<file path="src/rtl/tile_pixel_fetch.sv">
module tile_pixel_fetch #(
  parameter int          ACTIVE_W  = 496,
  parameter int          ACTIVE_H  = 384,
  parameter int          RD_LAT    = 2,
  parameter logic [17:0] NAME_BASE = 18'h3E000,
  parameter logic [17:0] HTAB_BASE = 18'h3D800
) (
  input  logic        clk,
  input  logic        rst_n,
  input  logic        frame_go,
  input  logic [31:0] scroll_cfg,
  input  logic        depth4,
  output logic        vram_req,
  output logic [17:0] vram_addr,
  input  logic [31:0] vram_rdata,
  output logic        busy,
  output logic        pix_valid,
  output logic [14:0] pix_color
);
  localparam int XW = $clog2(ACTIVE_W);
  localparam int YW = $clog2(ACTIVE_H);
  localparam int CW = $clog2(RD_LAT) + 1;

  typedef enum logic [2:0] {IDLE, LINE, HWAIT, PIX, NWAIT, PWAIT, EMIT} st_t;
  st_t st;

  logic [XW-1:0] x;
  logic [YW-1:0] y;
  logic [9:0]    hs;
  logic [15:0]   ent;
  logic [31:0]   patw;
  logic          fresh;
  logic [CW-1:0] cnt;

  wire       en   = scroll_cfg[31];
  wire [8:0] vs   = scroll_cfg[24:16];
  wire       lsel = scroll_cfg[15];

  wire [9:0] sumx = 10'(x) + hs;
  wire [8:0] px   = sumx[8:0];
  wire [8:0] py   = 9'(y) + vs;

  wire cap    = cnt == CW'(RD_LAT - 1);
  wire last_x = x == XW'(ACTIVE_W - 1);
  wire last_y = y == YW'(ACTIVE_H - 1);
  wire bound  = depth4 ? (px[2:0] == 3'd0) : (px[1:0] == 2'd0);

  wire [15:0] ent_now  = px[3] ? vram_rdata[15:0] : vram_rdata[31:16];
  wire [17:0] pat_addr = depth4 ? {ent_now[13:0], ent_now[15], py[2:0]}
                                : {ent_now[13:0], py[2:0], px[2]};
  wire [17:0] name_addr = NAME_BASE + 18'({py[8:3], px[8:4]});
  wire [17:0] htab_addr = HTAB_BASE + 18'(y >> 1);

  wire issue_line = (st == LINE) && en && lsel;
  wire fetch_pix  = (st == PIX) && en && (fresh || bound);
  wire issue_pat  = (st == NWAIT) && cap;
  wire emit       = ((st == PIX) && !fetch_pix) || (st == EMIT);

  wire [31:0] sh4 = patw << {px[2:0], 2'b00};
  wire [31:0] sh8 = patw << {px[1:0], 3'b000};
  wire [14:0] color = !en    ? 15'd0
                    : depth4 ? {ent[14:4], sh4[31:28]}
                             : {ent[14:8], sh8[31:24]};

  assign vram_req  = issue_line | fetch_pix | issue_pat;
  assign vram_addr = issue_line ? htab_addr : issue_pat ? pat_addr : name_addr;
  assign busy      = st != IDLE;

  always_ff @(posedge clk) begin
    if (!rst_n) begin
      st        <= IDLE;
      x         <= '0;
      y         <= '0;
      hs        <= '0;
      ent       <= '0;
      patw      <= '0;
      fresh     <= 1'b1;
      cnt       <= '0;
      pix_valid <= 1'b0;
      pix_color <= '0;
    end else begin
      pix_valid <= emit;
      pix_color <= color;
      case (st)
        IDLE: if (frame_go) begin
          y  <= '0;
          st <= LINE;
        end
        LINE: begin
          x     <= '0;
          fresh <= 1'b1;
          cnt   <= '0;
          if (en && lsel) st <= HWAIT;
          else begin
            hs <= scroll_cfg[9:0];
            st <= PIX;
          end
        end
        HWAIT: if (cap) begin
          hs <= y[0] ? vram_rdata[9:0] : vram_rdata[25:16];
          st <= PIX;
        end else cnt <= cnt + CW'(1);
        NWAIT: if (cap) begin
          ent <= ent_now;
          cnt <= '0;
          st  <= PWAIT;
        end else cnt <= cnt + CW'(1);
        PWAIT: if (cap) begin
          patw  <= vram_rdata;
          fresh <= 1'b0;
          st    <= EMIT;
        end else cnt <= cnt + CW'(1);
        default: ;
      endcase
      if (fetch_pix) begin
        cnt <= '0;
        st  <= NWAIT;
      end else if (emit) begin
        if (!last_x) begin
          x  <= x + XW'(1);
          st <= PIX;
        end else if (last_y) st <= IDLE;
        else begin
          y  <= y + YW'(1);
          st <= LINE;
        end
      end
    end
  end
endmodule

</file>
<file path="config.mk">
export PLATFORM = sky130hd
export DESIGN_NAME = tile_pixel_fetch
export DESIGN_NICKNAME = d
export VERILOG_FILES = /design/src/rtl/tile_pixel_fetch.sv
export SDC_FILE = /design/constraint.sdc
export NUM_CORES = 1
export LEC_CHECK = 0
export ABC_AREA = 1
export CAP_MARGIN = 20
export CORE_UTILIZATION = 51
export CTS_BUF_LIST = sky130_fd_sc_hd__clkbuf_16
export CTS_CLUSTER_DIAMETER = 30
export DETAILED_ROUTE_END_ITERATION = 8
export DONT_BUFFER_PORTS = 1
export HOLD_SLACK_MARGIN = 0.05
export PLACE_DENSITY_LB_ADDON = 0.12
export REMOVE_ABC_BUFFERS = 1
export SYNTH_ARGS = -nofsm -noshare
export SYNTH_HDL_FRONTEND = slang
export SYNTH_SLANG_ARGS = --single-unit
</file>
<file path="constraint.sdc">
create_clock -name clk -period 2.7 [get_ports clk]
set_input_delay 0.27 -clock clk [delete_from_list [all_inputs] [get_ports clk]]
set_output_delay 0.27 -clock clk [all_outputs]
set_load 0.05 [all_outputs]
</file>
# Word level (Yosys, flattened, before mapping)

Cells that the tools add are included.

Register bits: 96
Bits in latches: 0
Memory bits (writable): 0
Bits in read-only memories: 0
Input bits: 68
Output and inout port bits: 36
Word-level logic and storage cells: 108
Memories: 0

Add/sub/neg operators: 7
$mul: 0
Divide/modulo/power cells: 0
Order comparisons: 0
Equality and inequality tests: 21
Shift-type cells: 2
Mux-type cells: 35
Bitwise gates (word level): 3
Reduce and logical (&&, ||, !) cells: 29

Operators with widths:

| cell                                          | number |
|---|---|
| 2-to-1 mux 9 bit                              | 13 |
| << shifter 32 x 5 -> 32 bit                   | 2 |
| 2-to-1 mux 18 bit                             | 2 |
| adder 9 x 1 -> 9 bit, second input constant   | 2 |
| adder 9 bit                                   | 2 |
| == test 9 bit, second input constant          | 2 |
| 2-to-1 mux 3 bit                              | 6 |
| case mux 9 bit (2 select lines)               | 1 |
| adder 15 x 9 -> 16 bit, first input constant  | 1 |
| 2-to-1 mux 16 bit                             | 1 |
| inequality test 4 bit, second input constant  | 4 |
| adder 14 x 12 -> 15 bit, first input constant | 1 |
| case mux 3 bit (5 select lines)               | 1 |
| inequality test 3 bit, second input constant  | 4 |
| AND reduction 2 bit                           | 5 |
| AND reduction 5 bit                           | 2 |
| == test 3 bit, second input constant          | 3 |
| 2-to-1 mux 8 bit                              | 1 |
| inequality test 2 bit, second input constant  | 4 |
| logical AND 1 bit                             | 7 |
| nonzero test 7 bit                            | 1 |
| == test 3 x 2 -> 1 bit, second input constant | 2 |
| logical NOT 3 bit                             | 2 |
| 2-to-1 mux 2 bit                              | 3 |
| 17 further kinds                              | 25 |

# Logic depth before layout (Yosys ltp)

Depth in word-level cells: 10
Mapped depth: 16

# Worst setup path before layout

Ideal clock, no wire load.

Path kind: register -> output
Start point: reg x[2]
End point: out vram_addr[7]
Data arrival time: 2.359 ns
Setup slack: 0.071 ns
Stages on the path, launching flop included: 10
Cell sequence: dfxtp_1 ha_1 a21oi_1 nand2_1 nand2_1 nand2_1 buf_2 nand2_1 o211ai_1 a31oi_1

Longest elaborated chain between the ends: 4
Elaborated cells between the ends (all ways): 5
Those cells by class: 2 x add/sub; 3 x mux

Ends and longest elaborated chain:

| what                                                         | line   | source |
|---|---|---|
| start, declared                                              | 27     | `logic [XW-1:0] x;` |
| start signal, assigned                                       | 120    | `x <= x + XW'(1);` |
| adder 9 bit *                                                | 39     | `wire [9:0] sumx = 10'(x) + hs;` |
| adder 14 x 12 -> 15 bit or 2-to-1 mux 16 bit (tied branches) | 51, 48 |  |
| 2-to-1 mux 18 bit * (2 in a row)                             | 66     | `assign vram_addr = issue_line ? htab_addr : issue_pat ? pat_addr : name_addr;` |
| end, declared                                                | 14     | `output logic [17:0] vram_addr,` |

Every way passes the cells marked *; elsewhere a longest branch is shown, timed or not.

# Worst setup path in the final report

Start point: reg hs[2]
End point: out vram_addr[3]

Longest elaborated chain between the ends: 5
Elaborated cells between the ends (all ways): 6
Those cells by class: 2 x add/sub; 4 x mux

Ends and longest elaborated chain:

| what                                                                            | line | source |
|---|---|---|
| start, declared                                                                 | 29   | `logic [9:0] hs;` |
| start signal, assigned                                                          | 95   | `hs <= scroll_cfg[9:0];` |
| start signal, assigned                                                          | 100  | `hs <= y[0] ? vram_rdata[9:0] : vram_rdata[25:16];` |
| adder 9 bit *                                                                   | 39   |  |
| parallel branches: the longest is 2 deep, another holds adder 14 x 12 -> 15 bit | -    |  |
| 2-to-1 mux 18 bit * (2 in a row)                                                | 66   |  |

Mark *: on every way between the ends.

==> impl_results.md <==
- Outcome: completed
- Syn. warnings: 0
- Top layer in use: met4
- Worst VDD drop: 0.0006732 V
- First-pass GRT wire length: 26,280 microns
- Via count: 5,743
- Die span in x: 106.2 microns
- Cell taking the most area after synthesis: dfxtp_1
- Asr flop ratio synth: 0%
- Root Buffer: clkbuf_16
- Worst path max stage delay: 0.39 ns
- Crit start category: flop
- Sink Count: 92
- # setup viols final: 0
- WL/cell: 16.79 microns
- Antenna Cells: 0
- Most frequent CP cell: nand2_1
- Cells after Synth: 834
- Port bufs: 0
- CTS Buffer Depth: 2
- Cell Area, Synth: 5537 sq um
- Worst-skew pair later-pin latency: 0.34 ns
- Vias in the first global route: 5,348
- Ports: 104
- Sequential fraction of the synthesis area: 33.27%
- Initial antenna violation count: 0
- CP Capture Type: primary output
- Final Cycle Share: 97.40%
- MaxCap Viol Count: 0
- Pwr dens: 752.5 nW/um^2
- Detail Route met2 WL: 7869 microns
- P_leak: 2.732 nW
- CP Cell Sequence: ha_4, a21oi_2, nand2_1, nand2_1, nand2_4, buf_4, nand2_1, nand3_1, a21oi_1, a21oi_1, buf_4
- CTS tree: done
- CP max stage cell: dfxtp_1
- Layout Skew: 0.009594 ns
- Wire length on met3: 1040 microns
- Share of cells above drive strength 1: 10.99%
- Via density: 5.795
- PnR worst setup slack: 0.07020 ns
- Slew headroom: 50.68%
- Final total power: 4.690 mW
- Grt ovf: 0
- Min-Delay Path Depth: 2
- Min-Delay Path Class: input pin to flop
- Main synth FF type: dfxtp_1
- Area growth from synthesis to layout: 12.57%
- CP max FO: 13
- Fin crit period: 2.630 ns
- Drt drc: 0
- DRT Pass-1 Iters: 6
- Met1 WL: 7284 microns
- Register bit total from synthesis: 92
- Die area: 11,280 sq um
- Num CTS Buffers: 9
- GP Congestion: 0.9394
- WS Path Type: flop to primary output
- Number of synthesized flops with an enable pin: 0
- Initial DRC count: 459
- CORE AREA: 10,420 sq um
- Routed WL: 16,640 microns
- Post-Syn Area per Cell: 6.639 sq um
- FMAX: 380.3 MHz
- Total track usage: 29.78%
- Reg2Reg Depth: 14
- Delay-heaviest family, CP: simple AND/OR/NAND/NOR gates
- Worst path depth: 11
- Post-Place Setup Slack: 0.1774 ns
- Worst Max-Slew Pin Slew: 0.7390 ns
- Htree depth: 3
- CTS clk-pin slew, worst paths: 0.07 ns
- Area share of the largest cell type after synthesis: 33.27%
- Detailed Place HPWL: 11,890 microns
- Arrival time worst endpoint: 2.36 ns
- Std cell rows: 37
- Die height: 106.2 microns
- Final nets: 940
- Hold WS: 0.06726 ns
- Worst Path Required: 2.43 ns
- Core Util, Final: 59.83%
- Largest net degree at the start of global routing: 61
- Netlist cell types: 42
- Final hold violation count: 0
- Routed Antenna Nets: 0
- Initial Utilization: 53.15%
- Buf/Inv on CP: 2
- Main area contributors after synthesis: dfxtp_1, nand2_1, o21ai_0
- Max-slew violation count: 0
layout make-up:
class | count | area (sq um)
clock buffers | 9 | 225.2
well taps | 136 | 170.2
fillers | 991 | 4184
inverters | 100 | 376.6
clock inverters | 7 | 72.57
multi-input cells | 606 | 3189
repair buffers | 41 | 350.3
flip-flops and latches | 92 | 1848
per-stage QoR:
stage / std cells / instance area, sq um / TNS [ns]
after floorplan: 798 / 5365 / -0.7703
after global placement: 971 / 5851 / 0
after detailed placement: 971 / 5851 / 0
after global routing: 991 / 6232 / -0.02186
final: 991 / 6232 / 0
after CTS: 989 / 6181 / 0
kinds of logic after synthesis:
group / count (synthesis) / share of synthesized area (%)
AOI/OAI and AO/OA: 229 / 23.23
xor gates and xnor gates: 11 / 1.740
adders and majority gates: 22 / 5.243
buffers and inverters: 136 / 9.898
DFF: 92 / 33.27
and+or+nand+nor: 344 / 26.62
final timing paths:
kind / to / slack [ns] / startpoint
setup reg to reg: x[5] / 0.34 / x[0]
setup / recovery: vram_addr[3] / 0.07 / hs[2]
hold / removal: patw[31] / 0.07 / rst_n
hold reg to reg: pix_color[13] / 0.43 / ent[13]
Yosys cell counts, types with 6 or more instances:
library cell,count
o21ai_0,91
nor2_1,71
o211ai_1,23
clkbuf_1,23
dfxtp_1,92
xor2_1,9
inv_2,10
nand3_1,47
inv_1,89
ha_1,20
buf_2,8
nor3_1,6
nand4_1,11
a31oi_1,19
a21oi_1,74
nand2_1,190
report_power, final:
part | switching, mW | total (mW) | internal [mW] | leakage, nW
Combinational | 1.27 | 1.83 | 0.564 | 1.84
Sequential | 0.115 | 1.57 | 1.45 | 0.746
Clock | 0.567 | 1.29 | 0.723 | 0.148
Total | 1.95 | 4.69 | 2.74 | 2.73
cell usage in the layout (no fill, tap or decap), types with 3 or more instances in the layout:
cell,count
o221ai_1,4
inv_2,11
nor2_1,71
nand2_1,188
nor3_1,6
nand3_1,47
buf_4,36
dfxtp_1,89
nand2_4,4
inv_1,89
inv_6,3
o21ai_0,89
o21ai_2,5
a21oi_1,73
a31oi_1,19
buf_12,3
o21ai_1,3
nand2_2,4
xor2_1,9
clkbuf_16,9
ha_1,18
nor2_2,3
o211ai_1,23
nand4_1,11
o21bai_1,4
state kept, by name, summed over array words and instances (netlist names), 2 cells and up:
| name | flops |
|---|---|
| patw | 32 |
| pix_color | 15 |
| ent | 11 |
| hs | 9 |
| x | 9 |
| y | 9 |
| st | 3 |
| cnt | 2 |
metal layers:
layer / up-vias / track usage [%]
li1: 2819 / -
met1: 2677 / 38.66
met2: 213 / 48.93
met3: 34 / 5.825
met4: 0 / 10.71
met5: - / 0
worst register-to-register path, delay by kind of cell, from the launching register on:
family / cells / cell delay, ns
AOI/OAI and AO/OA: 2 / 0.26
adders and majority gates: 2 / 0.53
buffers and inverters: 1 / 0.05
DFF: 1 / 0.37
and+or+nand+nor: 9 / 1.09
timing repair:
item	4_1_cts	5_1_grt
endpoints found under the setup margin	10	10
setup buffers	0	2
gates resized for setup	6	11
hold buffers	2	0
endpoints found under the hold margin	3	0
pin swaps	0	4
Power figures use the tool's default switching activity.
